==> src/rtl/sync_hunt_pkg.sv <==
package sync_hunt_pkg;
  typedef enum logic [1:0] {
    ST_HUNT   = 2'd0,
    ST_UNSURE = 2'd1,
    ST_LOCKED = 2'd2,
    ST_HELD   = 2'd3
  } hunt_state_t;
endpackage

==> src/rtl/sh_rst_sync.sv <==
module sh_rst_sync #(
  parameter int STAGES = 2
) (
  input  logic clk,
  input  logic rst_n,
  output logic rst_q_n
);
  logic [STAGES-1:0] chain_q;

  always_ff @(posedge clk or negedge rst_n) begin
    if (!rst_n) chain_q <= '0;
    else        chain_q <= {chain_q[STAGES-2:0], 1'b1};
  end

  assign rst_q_n = chain_q[STAGES-1];
endmodule

==> src/rtl/sh_thr_regs.sv <==
module sh_thr_regs #(
  parameter int CNT_W    = 16,
  parameter int LOST_DEF = 3,
  parameter int DROP_DEF = 7
) (
  input  logic             clk,
  input  logic             rst_n,
  input  logic             wr,
  input  logic             sel,
  input  logic [CNT_W-1:0] wdata,
  output logic [CNT_W-1:0] lost_q,
  output logic [CNT_W-1:0] drop_q
);
  localparam logic [CNT_W-1:0] LOST_RST = CNT_W'(LOST_DEF);
  localparam logic [CNT_W-1:0] DROP_RST = CNT_W'(DROP_DEF);

  logic lost_en, drop_en;
  assign lost_en = wr && !sel;
  assign drop_en = wr &&  sel;

  always_ff @(posedge clk or negedge rst_n) begin
    if (!rst_n)       lost_q <= LOST_RST;
    else if (lost_en) lost_q <= wdata;
  end

  always_ff @(posedge clk or negedge rst_n) begin
    if (!rst_n)       drop_q <= DROP_RST;
    else if (drop_en) drop_q <= wdata;
  end
endmodule

==> src/rtl/sh_miss_cnt.sv <==
module sh_miss_cnt #(
  parameter int CNT_W = 16
) (
  input  logic             clk,
  input  logic             rst_n,
  input  logic             en,
  input  logic             clr,
  input  logic             set_one,
  input  logic             inc,
  output logic [CNT_W-1:0] cnt_q
);
  logic [CNT_W-1:0] cnt_d;

  always_comb begin
    cnt_d = cnt_q;
    if (clr)          cnt_d = '0;
    else if (set_one) cnt_d = CNT_W'(1);
    else if (inc)     cnt_d = cnt_q + CNT_W'(1);
  end

  always_ff @(posedge clk or negedge rst_n) begin
    if (!rst_n)  cnt_q <= '0;
    else if (en) cnt_q <= cnt_d;
  end
endmodule

==> src/rtl/sh_fsm.sv <==
module sh_fsm
  import sync_hunt_pkg::*;
#(
  parameter int CNT_W = 16
) (
  input  logic             clk,
  input  logic             rst_n,
  input  logic             slot_valid,
  input  logic             slot_hit,
  input  logic [CNT_W-1:0] miss_cnt,
  input  logic [CNT_W-1:0] lost_thr,
  input  logic [CNT_W-1:0] drop_thr,
  output hunt_state_t      state_q,
  output logic             cnt_clr,
  output logic             cnt_one,
  output logic             cnt_inc
);
  localparam int SUM_W = CNT_W + 1;

  hunt_state_t state_d;
  logic [SUM_W-1:0] run_next;
  logic lost_reached, drop_reached;

  assign run_next     = {1'b0, miss_cnt} + SUM_W'(1);
  assign lost_reached = run_next >= {1'b0, lost_thr};
  assign drop_reached = run_next >= {1'b0, drop_thr};

  always_comb begin
    state_d = state_q;
    cnt_clr = 1'b0;
    cnt_one = 1'b0;
    cnt_inc = 1'b0;
    unique case (state_q)
      ST_HUNT: begin
        cnt_clr = 1'b1;
        if (slot_hit) state_d = ST_UNSURE;
      end
      ST_UNSURE: begin
        if (slot_hit) begin
          state_d = ST_LOCKED;
          cnt_clr = 1'b1;
        end else if (lost_reached) begin
          state_d = ST_HUNT;
          cnt_clr = 1'b1;
        end else begin
          cnt_inc = 1'b1;
        end
      end
      ST_LOCKED: begin
        if (slot_hit) cnt_clr = 1'b1;
        else begin
          state_d = ST_HELD;
          cnt_one = 1'b1;
        end
      end
      ST_HELD: begin
        if (slot_hit) begin
          state_d = ST_LOCKED;
          cnt_clr = 1'b1;
        end else if (drop_reached) begin
          state_d = ST_UNSURE;
          cnt_clr = 1'b1;
        end else begin
          cnt_inc = 1'b1;
        end
      end
      default: begin
        state_d = ST_HUNT;
        cnt_clr = 1'b1;
      end
    endcase
  end

  always_ff @(posedge clk or negedge rst_n) begin
    if (!rst_n)          state_q <= ST_HUNT;
    else if (slot_valid) state_q <= state_d;
  end
endmodule

==> src/rtl/sync_hunt.sv <==
module sync_hunt
  import sync_hunt_pkg::*;
#(
  parameter int CNT_W    = 16,
  parameter int LOST_DEF = 3,
  parameter int DROP_DEF = 7
) (
  input  logic             clk,
  input  logic             rst_n,
  input  logic             slot_valid,
  input  logic             slot_hit,
  input  logic             thr_wr,
  input  logic             thr_sel,
  input  logic [CNT_W-1:0] thr_wdata,
  output logic [1:0]       lock_state,
  output logic             far_synced,
  output logic [CNT_W-1:0] lost_thr,
  output logic [CNT_W-1:0] drop_thr
);
  logic             rst_q_n;
  logic [CNT_W-1:0] miss_cnt;
  logic             cnt_clr, cnt_one, cnt_inc;
  hunt_state_t      state_q;

  sh_rst_sync #(.STAGES(2)) u_rst (
    .clk     (clk),
    .rst_n   (rst_n),
    .rst_q_n (rst_q_n)
  );

  sh_thr_regs #(.CNT_W(CNT_W), .LOST_DEF(LOST_DEF), .DROP_DEF(DROP_DEF)) u_thr (
    .clk    (clk),
    .rst_n  (rst_q_n),
    .wr     (thr_wr),
    .sel    (thr_sel),
    .wdata  (thr_wdata),
    .lost_q (lost_thr),
    .drop_q (drop_thr)
  );

  sh_miss_cnt #(.CNT_W(CNT_W)) u_cnt (
    .clk     (clk),
    .rst_n   (rst_q_n),
    .en      (slot_valid),
    .clr     (cnt_clr),
    .set_one (cnt_one),
    .inc     (cnt_inc),
    .cnt_q   (miss_cnt)
  );

  sh_fsm #(.CNT_W(CNT_W)) u_fsm (
    .clk        (clk),
    .rst_n      (rst_q_n),
    .slot_valid (slot_valid),
    .slot_hit   (slot_hit),
    .miss_cnt   (miss_cnt),
    .lost_thr   (lost_thr),
    .drop_thr   (drop_thr),
    .state_q    (state_q),
    .cnt_clr    (cnt_clr),
    .cnt_one    (cnt_one),
    .cnt_inc    (cnt_inc)
  );

  assign lock_state = state_q;
  assign far_synced = (state_q == ST_LOCKED) || (state_q == ST_HELD);
endmodule

==> config.mk <==
export PLATFORM = sky130hd
export DESIGN_NAME = sync_hunt
export DESIGN_NICKNAME = d
export VERILOG_FILES = /design/src/rtl/sync_hunt_pkg.sv /design/src/rtl/sh_rst_sync.sv /design/src/rtl/sh_thr_regs.sv /design/src/rtl/sh_miss_cnt.sv /design/src/rtl/sh_fsm.sv /design/src/rtl/sync_hunt.sv
export SDC_FILE = /design/constraint.sdc
export NUM_CORES = 1
export LEC_CHECK = 0
export ABC_CLOCK_PERIOD_IN_PS = 1750
export BUFFER_PORTS_ARGS = -buffer_cell sky130_fd_sc_hd__buf_2
export CAP_MARGIN = 20
export CORE_MARGIN = 4
export CORE_UTILIZATION = 35
export CTS_CLUSTER_DIAMETER = 60
export DETAILED_ROUTE_END_ITERATION = 10
export GPL_TIMING_DRIVEN = 1
export HOLD_SLACK_MARGIN = 0.08
export SETUP_SLACK_MARGIN = 0.3
export SKIP_LAST_GASP = 1
export SYNTH_ARGS = -nofsm -noshare
export SYNTH_HDL_FRONTEND = slang
export SYNTH_SLANG_ARGS = --single-unit
==> constraint.sdc <==
create_clock -name clk -period 1.75 [get_ports clk]
set_input_delay 0.175 -clock clk [delete_from_list [all_inputs] [get_ports clk]]
set_output_delay 0.175 -clock clk [all_outputs]
set_load 0.005 [all_outputs]
-- Word-level counts from Yosys, hierarchy flattened
Cells that the tools add are included.
Widths: inputs -> output; s select.
- add/subtract/negate cells: 2
- $lt $le $gt $ge: 2
- equality and inequality tests: 7
- multiplexer cells: 23
- reductions and logical operators: 8
- operators by type and width (cell ; number):
    $mux 16 ; 3
    $ge 17x16->1 ; 2
    $add 16x1->17 const B ; 1
    $add 16x1->16 const B ; 1
    $mux 2 ; 6
    $mux 1 ; 11
    $pmux 2 s4 ; 1
    $ne 3x2->1 const B ; 2
    $reduce_and 5->1 ; 1
    $eq 2x2->1 const B ; 2
    $ne 2x2->1 const B ; 2
    $pmux 1 s4 ; 1
    $reduce_bool 3->1 ; 1
    $eq 2x1->1 const B ; 1
    $logic_and 1x1->1 ; 2
    $logic_not 2->1 ; 1
    $pmux 1 s2 ; 1
    $reduce_and 2->1 ; 1
    $logic_not 1->1 ; 1
    $logic_or 1x1->1 ; 1
- register bits: 52
- bits of input ports: 22
- output and inout port bits: 35
- logic and storage cells: 47

-- Depth between registers and ports, before layout
- depth in word-level cells: 8
- gate-level depth with buffers: 15
- depth with buffers taken out: 14

-- Hierarchy
A second synthesis with hierarchy kept.
- cells, all modules: 342
- area, all modules: 3434.5 um2
- by module, submodules not included (module ; instances ; cells each ; area an instance (um2) ; seq. area each (um2)):
    sh_thr_regs ; 1 ; 69 ; 1253.7 ; 807.0
    sh_fsm ; 1 ; 168 ; 1239.9 ; 50.0
    sh_miss_cnt ; 1 ; 101 ; 883.3 ; 400.4
    sh_rst_sync ; 1 ; 3 ; 53.8 ; 50.0
    sync_hunt ; 1 ; 1 ; 3.8 ; 0.0

-- Worst setup path after synthesis
No wires, ideal clock.
- path kind: flip-flop to flip-flop
- start: reg u_cnt.cnt_q[0]
- end: reg u_cnt.cnt_q[14]
- setup time: 84 ps
- arrival time: 3086 ps
- required time: 1666 ps
- setup slack: -1420 ps
- cell stages (with the launch flop): 16
- buffers on the path: 1
- period minus slack after synthesis: 3170 ps
- cell sequence: dfrtp_1 -> ha_1 -> nand2_1 -> nor2_1 -> nand2_2 -> nor3_1 -> xnor2_1 -> inv_1 -> ha_1 -> a2111oi_2 -> o21ai_1 -> a2111oi_0 -> a21boi_2 -> o2111ai_4 -> buf_6 -> o22ai_1
- longest elaborated chain between the ends: 7
- elaborated cells between the ends (all ways): 19
- those cells by class: add/sub: 2; order compare: 2; mux: 13; reduce/logical: 2
- RTL lines (element ; RTL line ; text):
    from (decl) ; sh_miss_cnt.sv:10 ; output logic [CNT_W-1:0] cnt_q
    from (signal assigned) ; sh_miss_cnt.sv:23 ; else if (en) cnt_q <= cnt_d;
    $add 16x1->17 ; sh_fsm.sv:24 ; assign run_next = {1'b0, miss_cnt} + SUM_W'(1);
    $ge 17x16->1, on equally long branches ; sh_fsm.sv:26, sh_fsm.sv:25 ;
    $mux 1, on equally long branches ; sh_fsm.sv:60, sh_fsm.sv:42 ;
    $mux 1, on equally long branches ; sh_fsm.sv:57, sh_fsm.sv:39 ;
    $pmux 1 s4 or $pmux 1 s2 (tied branches) ; sh_fsm.sv:33 ; unique case (state_q)
    $reduce_bool 3->1 (no line) ; n/a ;
    $reduce_and 2->1 (no line) ; n/a ;
Several ways; a longest one is shown, not always the timed one. The select of a mux whose other input is x is not followed.
A chain may end at the register's enable or synchronous reset.

-- Final worst setup path
- start: reg u_cnt.cnt_q[6]
- end: reg u_cnt.cnt_q[1]
- longest elaborated chain between the ends: 7
- elaborated cells between the ends (all ways): 16
- those cells by class: add/sub: 1; order compare: 2; mux: 11; reduce/logical: 2
- RTL lines (element ; RTL line):
    $add 16x1->17 (*) ; sh_fsm.sv:24
    $ge 17x16->1, on equally long branches ; sh_fsm.sv:26, sh_fsm.sv:25
    $mux 1, on equally long branches ; sh_fsm.sv:60, sh_fsm.sv:42
    $mux 1, on equally long branches ; sh_fsm.sv:57, sh_fsm.sv:39
    $pmux 1 s4 or $pmux 1 s2 (tied branches) ; sh_fsm.sv:33
    $reduce_bool 3->1 (no line) ; n/a
    $reduce_and 2->1 (no line) ; n/a
Mark *: on every way between the ends. The rest lies on a longest branch, timed or not.

==> flow_summary_export.csv <==
group,metric,value,unit
cells_and_area,antenna_cells,0,
cells_and_area,fin_util,0.528,
sta,worst_pin_slew,0.521,ns
logic_synthesis,syn_area,3110,um^2
sta,rsz0062_at_grt,"true",
logic_synthesis,yosysWarnings,0,
cells_and_area,mostFrequentLayoutCell,"buf_4",
worst_setup_path,required,1.92,ns
status,failed_checks,"negative setup slack",
logic_synthesis,synth_edf_count,0,
die,rows,34,
cts,h-tree-depth,2,
cells_and_area,seqCellArea,1310,um^2
cts,clk_pin_slew_worst_paths,0.09,ns
worst_setup_path,regToRegSetupSlack,-1.47,ns
die,die_w,102,um
logic_synthesis,synthArstFlopShare,1.00,
logic_synthesis,ys_seq_area_frac,0.420,
sta,finalHoldViolations,0,
logic_synthesis,synthesis.nets,374,
route,drc_errors,0,
logic_synthesis,synth_seq_cells,52,
worst_setup_path,reg2reg_depth,15,
route,ant_nets,0,
worst_hold_path,whs_path_depth,3,
global_route,grt-busiest-layer,"met2",
global_route,grt_pass1_vias,2812,
power,p_leak,2.30,nW
power,peakVddDrop,0.000382,V
route,drtIter0Drc,149,
cells_and_area,nets,518,
cts,cts.sinks,52,
worst_setup_path,critPathKind,"register to register",
worst_setup_path,end_kind,"register",
die,die_h,102,um
sta,maxSlewHeadroom,0.653,
logic_synthesis,synthCells,319,
sta,skew,0.00550,ns
sta,finalMaxSlewViolations,0,
route,firstDrtPassIters,4,
sta,post-route-period-util,1.84,
die,initial_core_util,0.359,
global_route,grt_util_met3,0.0191,
worst_setup_path,crit_arrival,3.39,ns
sta,whs,0.0866,ns
cts,clock_tree.root_cell,"clkbuf_8",
route,wl,7.91,mm
cells_and_area,n_fill_cell,795,
cells_and_area,drive_above_1_share,0.487,
cts,cts_tree,"done",
worst_hold_path,hp-start,"thr_wdata[14]",
worst_hold_path,min_path_type,"primary input to register",
status,outcome,"finished, violations left",
placement,port_buffers,56,
logic_synthesis,syn_area_per_cell,9.76,um^2
placement,place_hpwl,5.98,mm
sta,final.setup.worst_slack,-1.47,ns
global_route,grt_pass1_wl,13.1,mm
power,power.density,754,nW/um^2
placement,dpl_cell_area,4170,um^2
cts,clk_latency,0.30,ns
cells_and_area,syn_to_final_growth,47.0,%
cells_and_area,final_cell_mix,"83 x buf_4, 56 x buf_2, 53 x inv_1",
worst_setup_path,r2r_end,"u_cnt.cnt_q[1]",
route,vias,2738,
worst_hold_path,hold-path-endpoint,"u_thr.lost_q[14]",
global_route,use_met1,0.218,
global_route,grt_max_degree,51,
cts,cts_buffers,5,
worst_setup_path,path_max_fanout,8,
global_route,use_met2,0.257,
worst_setup_path,rr_startpoint,"u_cnt.cnt_q[6]",
placement,gp_congestion,0.861,
route,wl_per_cell,13.8,um
global_route,track_usage,0.156,
run,max-cap-violations,0,
logic_synthesis,ys_types,42,
worst_setup_path,critPathLaunchType,"register",
sta,max_freq,311,MHz
die,dieArea,10500,um^2
die,ios,57,
global_route,antenna_found_initial,0,
cells_and_area,multi_input_area,1810,um^2
logic_synthesis,ys.flop_type,"dfrtp_1",
placement,dp_slack,-1.43,ns
global_route,overflow,0,
route,via_per_inst,4.79,
cts,clockBufferDepth,2,
cells_and_area,stdcell_area,4580,um^2
die,core_area,8680,um^2
sta,setup_viol,18,
sta,finalCriticalPeriod,3.22,ns
==> logic make-up after synthesis <==
group,Yosys count,synth area share
xor+xnor,14,0.0394
flops,52,0.420
mux,18,0.0647
buf+inv,69,0.0860
fa+ha+maj,33,0.133
other cells,1,0.00120
compound gates,63,0.145
simple gates,69,0.112
==> through the flow <==
stage | cells | total power [W] | setup TNS, ns
after floorplan | 319 | 0.00206 | -20.99
after global placement | 555 | 0.00262 | -24.29
after detailed placement | 555 | 0.00264 | -24.91
after CTS | 568 | 0.00341 | -24.82
after global routing | 572 | 0.00370 | -29.33
final | 572 | 0.00346 | -25.65
==> how the worst max path moves through the flow <==
stage,from,endpoint,slack [ns]
finish,u_cnt.cnt_q[6],u_cnt.cnt_q[1],-1.47
global route,u_cnt.cnt_q[6],u_cnt.cnt_q[3],-1.68
CTS,u_cnt.cnt_q[8],u_cnt.cnt_q[0],-1.43
detailed placement,u_cnt.cnt_q[8],u_cnt.cnt_q[0],-1.43
global placement,u_cnt.cnt_q[0],u_cnt.cnt_q[0],-1.39
floorplan,u_cnt.cnt_q[0],u_cnt.cnt_q[14],-1.24
==> cell type report <==
type	count	area share
multi-input combinational	198	0.395
sequential	52	0.286
timing repair buffer	146	0.221
inverter	60	0.0492
tap	108	0.0295
clock buffer	8	0.0197
==> state kept, by name (all words and copies together), names as in the netlist, named ones only <==
signal	flops
u_cnt.cnt_q	16
u_fsm.state_q	1
u_rst.chain_q	2
u_thr.drop_q	16
u_thr.lost_q	16
==> layer usage <==
layer  routed length, um  vias up
li1                    -     1373
met1                3840     1310
met2                3780       47
met3                 194        8
met4                  99        0
met5                   0        -
==> worst max-delay path, stage by stage, from the launching register on <==
cell and delay, ns:
dfrtp_1 0.38, inv_2 0.06, nor4_4 0.33, buf_4 0.17, and3_4 0.17, nand3_2 0.09
xnor2_2 0.22, inv_2 0.08, ha_1 0.30, nand3_1 0.08, a2111oi_1 0.39, buf_4 0.19
a21boi_2 0.07, o2111ai_4 0.27, clkbuf_16 0.22, o22ai_1 0.07
==> power by group <==
part | internal, W | switching [W] | total, W | leakage [nW]
registers | 0.00136 | 0.000117 | 0.00148 | 0.645
logic | 0.000685 | 0.000575 | 0.00126 | 1.61
clock network | 0.000324 | 0.000395 | 0.000719 | 0.0455
==> repair_timing <==
| item | 4_1_cts | 5_1_grt |
|---|---|---|
| gates resized for setup | 12 | 34 |
| endpoints found under the setup margin | 18 | 18 |
| hold buffers | 1 | 0 |
| cloned | 0 | 1 |
| pin swaps | 12 | 19 |
| hold endpoints to repair | 2 | 0 |
| setup buffers | 4 | 3 |
==> synth_stat cells (5+ instances only) <==
| library cell | count | area share |
|---|---|---|
| inv_1 | 59 | 0.071 |
| nand3_1 | 7 | 0.011 |
| nor2_1 | 12 | 0.014 |
| clkbuf_1 | 7 | 0.0084 |
| nor3_1 | 6 | 0.0096 |
| dfrtp_1 | 47 | 0.38 |
| o22ai_1 | 11 | 0.022 |
| dfstp_2 | 5 | 0.042 |
| nand4_1 | 6 | 0.012 |
| ha_1 | 33 | 0.13 |
| xnor2_1 | 14 | 0.039 |
| o21ai_0 | 23 | 0.037 |
| mux2_2 | 17 | 0.061 |
| nand2_1 | 26 | 0.031 |
No activity file was read; power rests on OpenSTA's default activity.
